==> src/rtl/seqArithPkg.sv <==
package seqArithPkg;
  localparam int BYTE_W        = 8;
  localparam int NUM_DATA      = 6;
  localparam int ADDR_W        = 3;
  localparam int STAT_ADDR     = 6;
  localparam int HALF_W        = 2 * BYTE_W;
  localparam int FULL_W        = 4 * BYTE_W;
  localparam int BITS_PER_STEP = 2;
  localparam int STEPS_LONG    = FULL_W / BITS_PER_STEP;
  localparam int STEPS_SHORT   = HALF_W / BITS_PER_STEP;

  typedef enum logic [1:0] {OP_NONE, OP_DIV32, OP_DIV16, OP_MUL} opKind_t;

  typedef struct packed {
    logic    busWr;
    logic    load;
    opKind_t op;
    logic    step;
    logic    finish;
  } ctrlStrobe_t;
endpackage

==> src/rtl/seqArithCtrl.sv <==
module seqArithCtrl
  import seqArithPkg::*;
#(
  parameter int LAT_DIV32 = 17,
  parameter int LAT_DIV16 = 9,
  parameter int LAT_MUL   = 11
) (
  input  logic              clk,
  input  logic              rstN,
  input  logic [ADDR_W-1:0] addr,
  input  logic              wrRq,
  input  logic              rdRq,
  input  logic              divZero,
  output ctrlStrobe_t       strobe,
  output logic              busy,
  output logic              done,
  output logic              errFlag
);
  localparam int LAT_A   = (LAT_DIV32 > LAT_DIV16) ? LAT_DIV32 : LAT_DIV16;
  localparam int LAT_MAX = (LAT_A > LAT_MUL) ? LAT_A : LAT_MUL;
  localparam int CNT_W   = $clog2(LAT_MAX + 1);

  typedef enum logic [3:0] {
    T_IDLE, T_0, T_01, T_012, T_0123, T_01234, T_014, T_04, T_041
  } trk_t;

  trk_t           trk, trkNext;
  opKind_t        opNext, opReg;
  logic [CNT_W-1:0] cnt, stepFloor;
  logic           dataAddr, dataWr, accessBusy, start;

  function automatic logic [CNT_W-1:0] latOf(opKind_t o);
    case (o)
      OP_DIV32: return CNT_W'(LAT_DIV32);
      OP_DIV16: return CNT_W'(LAT_DIV16);
      default:  return CNT_W'(LAT_MUL);
    endcase
  endfunction

  function automatic logic [CNT_W-1:0] stepsOf(opKind_t o);
    return (o == OP_DIV32) ? CNT_W'(STEPS_LONG) : CNT_W'(STEPS_SHORT);
  endfunction

  assign dataAddr   = (addr < ADDR_W'(NUM_DATA));
  assign dataWr     = wrRq && dataAddr;
  assign accessBusy = busy && (wrRq || rdRq) && dataAddr;

  // Order tracker: a mismatching write drops back, a write to R0 always re-arms.
  always_comb begin
    trkNext = trk;
    opNext  = OP_NONE;
    if (dataWr && !busy) begin
      trkNext = (addr == ADDR_W'(0)) ? T_0 : T_IDLE;
      case (trk)
        T_0:     if (addr == ADDR_W'(1)) trkNext = T_01;
                 else if (addr == ADDR_W'(4)) trkNext = T_04;
        T_01:    if (addr == ADDR_W'(2)) trkNext = T_012;
                 else if (addr == ADDR_W'(4)) trkNext = T_014;
        T_012:   if (addr == ADDR_W'(3)) trkNext = T_0123;
        T_0123:  if (addr == ADDR_W'(4)) trkNext = T_01234;
        T_01234: if (addr == ADDR_W'(5)) opNext = OP_DIV32;
        T_014:   if (addr == ADDR_W'(5)) opNext = OP_DIV16;
        T_04:    if (addr == ADDR_W'(1)) trkNext = T_041;
        T_041:   if (addr == ADDR_W'(5)) opNext = OP_MUL;
        default: ;
      endcase
      if (opNext != OP_NONE) trkNext = T_IDLE;
    end
  end

  assign start = (opNext != OP_NONE);

  always_ff @(posedge clk or negedge rstN) begin
    if (!rstN) begin
      trk       <= T_IDLE;
      opReg     <= OP_NONE;
      busy      <= 1'b0;
      done      <= 1'b0;
      errFlag   <= 1'b0;
      cnt       <= '0;
      stepFloor <= '0;
    end else begin
      trk <= trkNext;
      if (start) begin
        busy      <= 1'b1;
        done      <= 1'b0;
        errFlag   <= 1'b0;
        opReg     <= opNext;
        cnt       <= latOf(opNext) - CNT_W'(1);
        stepFloor <= latOf(opNext) - stepsOf(opNext);
      end else if (busy) begin
        if (cnt == '0) begin
          busy    <= 1'b0;
          done    <= 1'b1;
          errFlag <= errFlag | divZero | accessBusy;
        end else begin
          cnt     <= cnt - CNT_W'(1);
          errFlag <= errFlag | accessBusy;
        end
      end
    end
  end

  assign strobe.busWr  = dataWr && !busy;
  assign strobe.load   = start;
  assign strobe.op     = start ? opNext : opReg;
  assign strobe.step   = busy && (cnt >= stepFloor);
  assign strobe.finish = busy && (cnt == '0);
endmodule

==> src/rtl/seqArithPath.sv <==
module seqArithPath
  import seqArithPkg::*;
(
  input  logic              clk,
  input  logic              rstN,
  input  ctrlStrobe_t       strobe,
  input  logic [ADDR_W-1:0] addr,
  input  logic [BYTE_W-1:0] wrData,
  output logic [BYTE_W-1:0] dataOut,
  output logic              divZero
);
  logic [BYTE_W-1:0] regs [NUM_DATA];
  logic [FULL_W-1:0] work, workNext;
  logic [HALF_W:0]   rem, remNext;
  logic [HALF_W-1:0] opB, newHigh;

  assign newHigh = {wrData, regs[4]};

  // One step: BITS_PER_STEP restoring-divide or shift-add iterations.
  always_comb begin
    workNext = work;
    remNext  = rem;
    for (int i = 0; i < BITS_PER_STEP; i++) begin
      if (strobe.op == OP_MUL) begin
        workNext = {workNext[FULL_W-2:0], 1'b0} +
                   (remNext[HALF_W-1] ? {{HALF_W{1'b0}}, opB} : '0);
        remNext  = {remNext[HALF_W-1:0], 1'b0};
      end else begin
        remNext  = {remNext[HALF_W-1:0], workNext[FULL_W-1]};
        workNext = {workNext[FULL_W-2:0], 1'b0};
        if (remNext >= {1'b0, opB}) begin
          remNext     = remNext - {1'b0, opB};
          workNext[0] = 1'b1;
        end
      end
    end
  end

  always_ff @(posedge clk or negedge rstN) begin
    if (!rstN) begin
      for (int i = 0; i < NUM_DATA; i++) regs[i] <= '0;
      work    <= '0;
      rem     <= '0;
      opB     <= '0;
      divZero <= 1'b0;
    end else begin
      for (int i = 0; i < NUM_DATA; i++)
        if (strobe.busWr && addr == ADDR_W'(i)) regs[i] <= wrData;
      if (strobe.load) begin
        divZero <= (strobe.op != OP_MUL) && (newHigh == '0);
        case (strobe.op)
          OP_DIV32: begin
            work <= {regs[3], regs[2], regs[1], regs[0]};
            rem  <= '0;
            opB  <= newHigh;
          end
          OP_DIV16: begin
            work <= {regs[1], regs[0], {HALF_W{1'b0}}};
            rem  <= '0;
            opB  <= newHigh;
          end
          default: begin
            work <= '0;
            rem  <= {1'b0, newHigh};
            opB  <= {regs[1], regs[0]};
          end
        endcase
      end else if (strobe.step) begin
        work <= workNext;
        rem  <= remNext;
      end else if (strobe.finish) begin
        regs[0] <= work[BYTE_W-1:0];
        regs[1] <= work[2*BYTE_W-1:BYTE_W];
        if (strobe.op != OP_DIV16) begin
          regs[2] <= work[3*BYTE_W-1:2*BYTE_W];
          regs[3] <= work[4*BYTE_W-1:3*BYTE_W];
        end
        if (strobe.op != OP_MUL) begin
          regs[4] <= rem[BYTE_W-1:0];
          regs[5] <= rem[2*BYTE_W-1:BYTE_W];
        end
      end
    end
  end

  always_comb begin
    dataOut = '0;
    for (int i = 0; i < NUM_DATA; i++)
      if (addr == ADDR_W'(i)) dataOut = regs[i];
  end
endmodule

==> src/rtl/seqArithTop.sv <==
module seqArithTop
  import seqArithPkg::*;
#(
  parameter int LAT_DIV32 = 17,
  parameter int LAT_DIV16 = 9,
  parameter int LAT_MUL   = 11
) (
  input  logic              clk,
  input  logic              rstN,
  input  logic [ADDR_W-1:0] addr,
  input  logic [BYTE_W-1:0] wrData,
  input  logic              wrRq,
  input  logic              rdRq,
  output logic [BYTE_W-1:0] rdData
);
  ctrlStrobe_t       strobe;
  logic              busy, done, errFlag, divZero;
  logic [BYTE_W-1:0] dataOut;

  seqArithCtrl #(
    .LAT_DIV32(LAT_DIV32), .LAT_DIV16(LAT_DIV16), .LAT_MUL(LAT_MUL)
  ) i_ctrl (
    .clk(clk), .rstN(rstN), .addr(addr), .wrRq(wrRq), .rdRq(rdRq),
    .divZero(divZero), .strobe(strobe), .busy(busy), .done(done), .errFlag(errFlag)
  );

  seqArithPath i_path (
    .clk(clk), .rstN(rstN), .strobe(strobe), .addr(addr), .wrData(wrData),
    .dataOut(dataOut), .divZero(divZero)
  );

  always_comb begin
    if (!rdRq)                            rdData = '0;
    else if (addr == ADDR_W'(STAT_ADDR))  rdData = {{(BYTE_W-3){1'b0}}, errFlag, done, busy};
    else                                  rdData = dataOut;
  end
endmodule

==> config.mk <==
export PLATFORM = sky130hd
export DESIGN_NAME = seqArithTop
export DESIGN_NICKNAME = d
export VERILOG_FILES = /design/src/rtl/seqArithPkg.sv /design/src/rtl/seqArithCtrl.sv /design/src/rtl/seqArithPath.sv /design/src/rtl/seqArithTop.sv
export SDC_FILE = /design/constraint.sdc
export NUM_CORES = 1
export LEC_CHECK = 0
export ABC_AREA = 0
export CORE_MARGIN = 2
export CORE_UTILIZATION = 30
export DETAILED_ROUTE_END_ITERATION = 8
export PLACE_DENSITY_LB_ADDON = 0.15
export SYNTH_ARGS = -nofsm -noshare
export SYNTH_HDL_FRONTEND = slang
export SYNTH_SLANG_ARGS = --single-unit
==> constraint.sdc <==
create_clock -name clk -period 6.6 [get_ports clk]
set_clock_uncertainty 0.05 [all_clocks]
set_input_delay 0.66 -clock clk [delete_from_list [all_inputs] [get_ports clk]]
set_output_delay 0.66 -clock clk [all_outputs]
set_load 0.05 [all_outputs]
==> results.yml <==
synth:
  yosysSeqAreaShare: 0.2877
  ys_ff_latch: 130
  ys_dominant_reg_cell: "dfrtp_1"
  synthesis.area_um2: 11310
  ys_top_cells_by_area: "dfrtp_1 29%, ha_1 7.9%, mux2i_1 7.3%, nand2_1 5.1%, o21ai_0 4.5%"
  yosys.area.top_type: "dfrtp_1"
  synthDistinctLibCells: 84
  synth_edf_count: 0
  netlist_instances: 1361
  yosys.area.top_type_share: 0.2877
  syn_avg_cell_area_um2: 8.309
  async_flop_share: 1.000
  yosys_warnings: 0
  syn_nets: 1451
grt:
  antenna_found_initial: 0
  grt_pass1_wl_mm: 63.32
  first_global_vias: 10080
  grt_max_degree: 78
  overflow: 0
  gr-usage-all-layers: 0.2155
placed_design:
  dp_cells: 1847
  dp_hpwl_mm: 31.17
  io_buffer_count: 22
  place_area_um2: 12150
  gp_congestion: 0.8709
setup_path:
  critPathKind: "input pin to flop"
  critPathTopFamily: "compound AO/OA/AOI/OAI gates"
  critPathArrivalTime_ps: 6360
  slowest_delay_ps: 470
  crit_top_cell: "a21oi_1"
  cp_slowest_cell: "clkdlybuf4s50_1"
  crit_fanout: 7
  cp_num_buf_inv: 3
  required_ps: 6870
  cp-end-kind: "flop"
  critPathLaunchType: "input pin"
power:
  pwr-share-seq: 0.370
  p_leak_nw: 5.293
  power_switching_mw: 0.9907
  power_mw: 2.824
  swShare: 0.3509
  p_int_mw: 1.833
  clkPwrFrac: 0.358
  irDropWorstVdd_mv: 0.1925
  comb_power_share: 0.272
  powerDensity_nw_per_um2: 221.3
drt:
  drtIter0Drc: 838
  wl_per_cell_um: 22.17
  drc: 0
  dr.pass1.iters: 8
  vias: 10360
  via_per_inst: 5.518
  ant_nets: 0
  routed_wl_mm: 41.63
run:
  drv_cap: 0
cts:
  cts_buffers: 17
  cts.htree.levels: 4
  insertion_delay_ps: 440
  post_cts_resized: 0
  post-cts-setup-buffers: 0
  cts_tree: "built"
  clk_path_buf_depth: 2
  cts.sinks: 130
  hold_buffers: 0
  clk_pin_slew_ps: 60
  cts-root-buf: "clkbuf_16"
run_status:
  status: "finished, final reports clean"
cells_and_area:
  diodes: 0
  final_cells: 1878
  syn2layout_area_growth_pct: 12.81
  mostFrequentLayoutCell: "nand2_1"
  drive_gt1_frac: 0.08413
  nets: 1445
  most-common-layout-cells: "153 x nand2_1, 130 x dfrtp_1, 118 x nor2_1, 101 x o21ai_0, 84 x a21oi_1"
  fin_area_um2: 12760
timing:
  tightest_slew_ps: 1115
  setup_viol: 0
  rsz0062_at_grt: "no"
  slew_viol_final: 0
  period_needed_ps: 6089
  final.setup.tns_ps: 0
  max_freq_ghz: 0.1642
  hold_ws_ps: 208.0
  hold_viol: 0
  period_share: 0.9225
  slew_headroom: 0.2530
die:
  rows: 71
  die_w_um: 198.2
  die_h_um: 198.2
  ios: 23
  die_area_um2: 39260
  core_um2: 37400
  initial_core_util: 0.3024
hold_path:
  min_path_type: "input pin to async pin"
## stage by stage
step / setup slack (ps) / utilization
after floorplan: 32.19 / -
after global placement: 227.5 / 0.3247
after detailed placement: 124.7 / 0.3247
after CTS: 558.1 / 0.3411
after global routing: 217.1 / 0.3411
final: 511.3 / 0.3411
## metal layers
metal  up-vias  wire length (um)  track usage
li1       4961                 -            -
met1      5114             19570       0.2935
met2       241             19570       0.3558
met3        46              1549      0.02998
met4         0               943      0.05959
met5         -                 0            0
## flip-flops by register name, indices dropped and copies added, names as in the netlist
register	flops
i_path.regs	40
i_path.work	32
i_path.opB	16
i_path.rem	16
i_path.newHigh	8
i_ctrl.cnt	5
i_ctrl.trk	4
i_ctrl.stepFloor	3
i_ctrl.opReg	2
i_ctrl.busy	1
i_ctrl.done	1
i_ctrl.errFlag	1
i_path.divZero	1
## layout make-up
class	count	area, um2
fillers	3924	24640
multi-input cells	1099	7574
flip-flops and latches	130	3253
well taps	511	639.4
repair buffers	59	499.2
clock buffers	19	452.9
inverters	48	180.2
clock inverters	12	158.9
## synthesized netlist by cell type (all sizes together) (18+ instances only)
cell	number
mux2i	83
nand3	23
dfrtp	130
nor2	119
nor2b	23
xor2	27
a22oi	18
a211oi	19
ha	71
xnor2	44
nand2	154
a21oi	85
buf	26
inv	48
clkbuf	58
o21ai	129
a21o	25
and2	25
## final timing paths
check | endpoint | slack [ps] | from | depth (start not counted)
max in group asynchronous | i_path.work[2]$_DFFE_PN0P_ | 5040 | rstN | 2
worst min register to register | i_ctrl.stepFloor[0]$_DFFE_PN0N_ | 420 | i_ctrl.stepFloor[0]$_DFFE_PN0N_ | 1
worst max register to register | i_path.work[19]$_DFFE_PN0P_ | 730 | i_path.opB[8]$_DFFE_PN0N_ | 20
min in group clk | i_ctrl.stepFloor[0]$_DFFE_PN0N_ | 420 | i_ctrl.stepFloor[0]$_DFFE_PN0N_ | 1
worst max-delay path | i_path.rem[12]$_DFFE_PN0P_ | 510 | addr[0] | 28
worst min-delay path | i_ctrl.cnt[1]$_DFFE_PN0P_ | 210 | rstN | 1
## worst register-to-register path, stage by stage, from the launching register on
cell and delay [ps]:
dfrtp_1 430, inv_1 120, ha_1 390, a211o_1 340
or4_1 420, o21ai_2 250, o31ai_1 170, o211a_1 290
mux2i_4 270, buf_4 260, nor2_1 70, ha_1 360
o211ai_1 260, a2111oi_0 880, o31ai_1 210, nand2b_1 160
nand2_1 150, nor2_1 170, xnor2_1 110, a222oi_1 270
a21oi_1 110
## power groups by stage
stage	Sequential [mW]	Combinational (mW)	Clock, mW
finish	1.04	0.769	1.01
global route	1.05	0.852	1.07
CTS	1.04	0.770	1.03
detailed placement	1.06	0.765	0
global placement	1.06	0.765	0
floorplan	0.966	0.573	0
## cells by family after synthesis
kind of cell,share of synthesized area
DFF,0.2877
xor gates and xnor gates,0.05499
and+or+nand+nor,0.1789
muxes,0.1064
buffers and inverters,0.04581
adders and majority gates,0.08564
AOI/OAI and AO/OA,0.2405
Power figures use the tool's default switching activity.
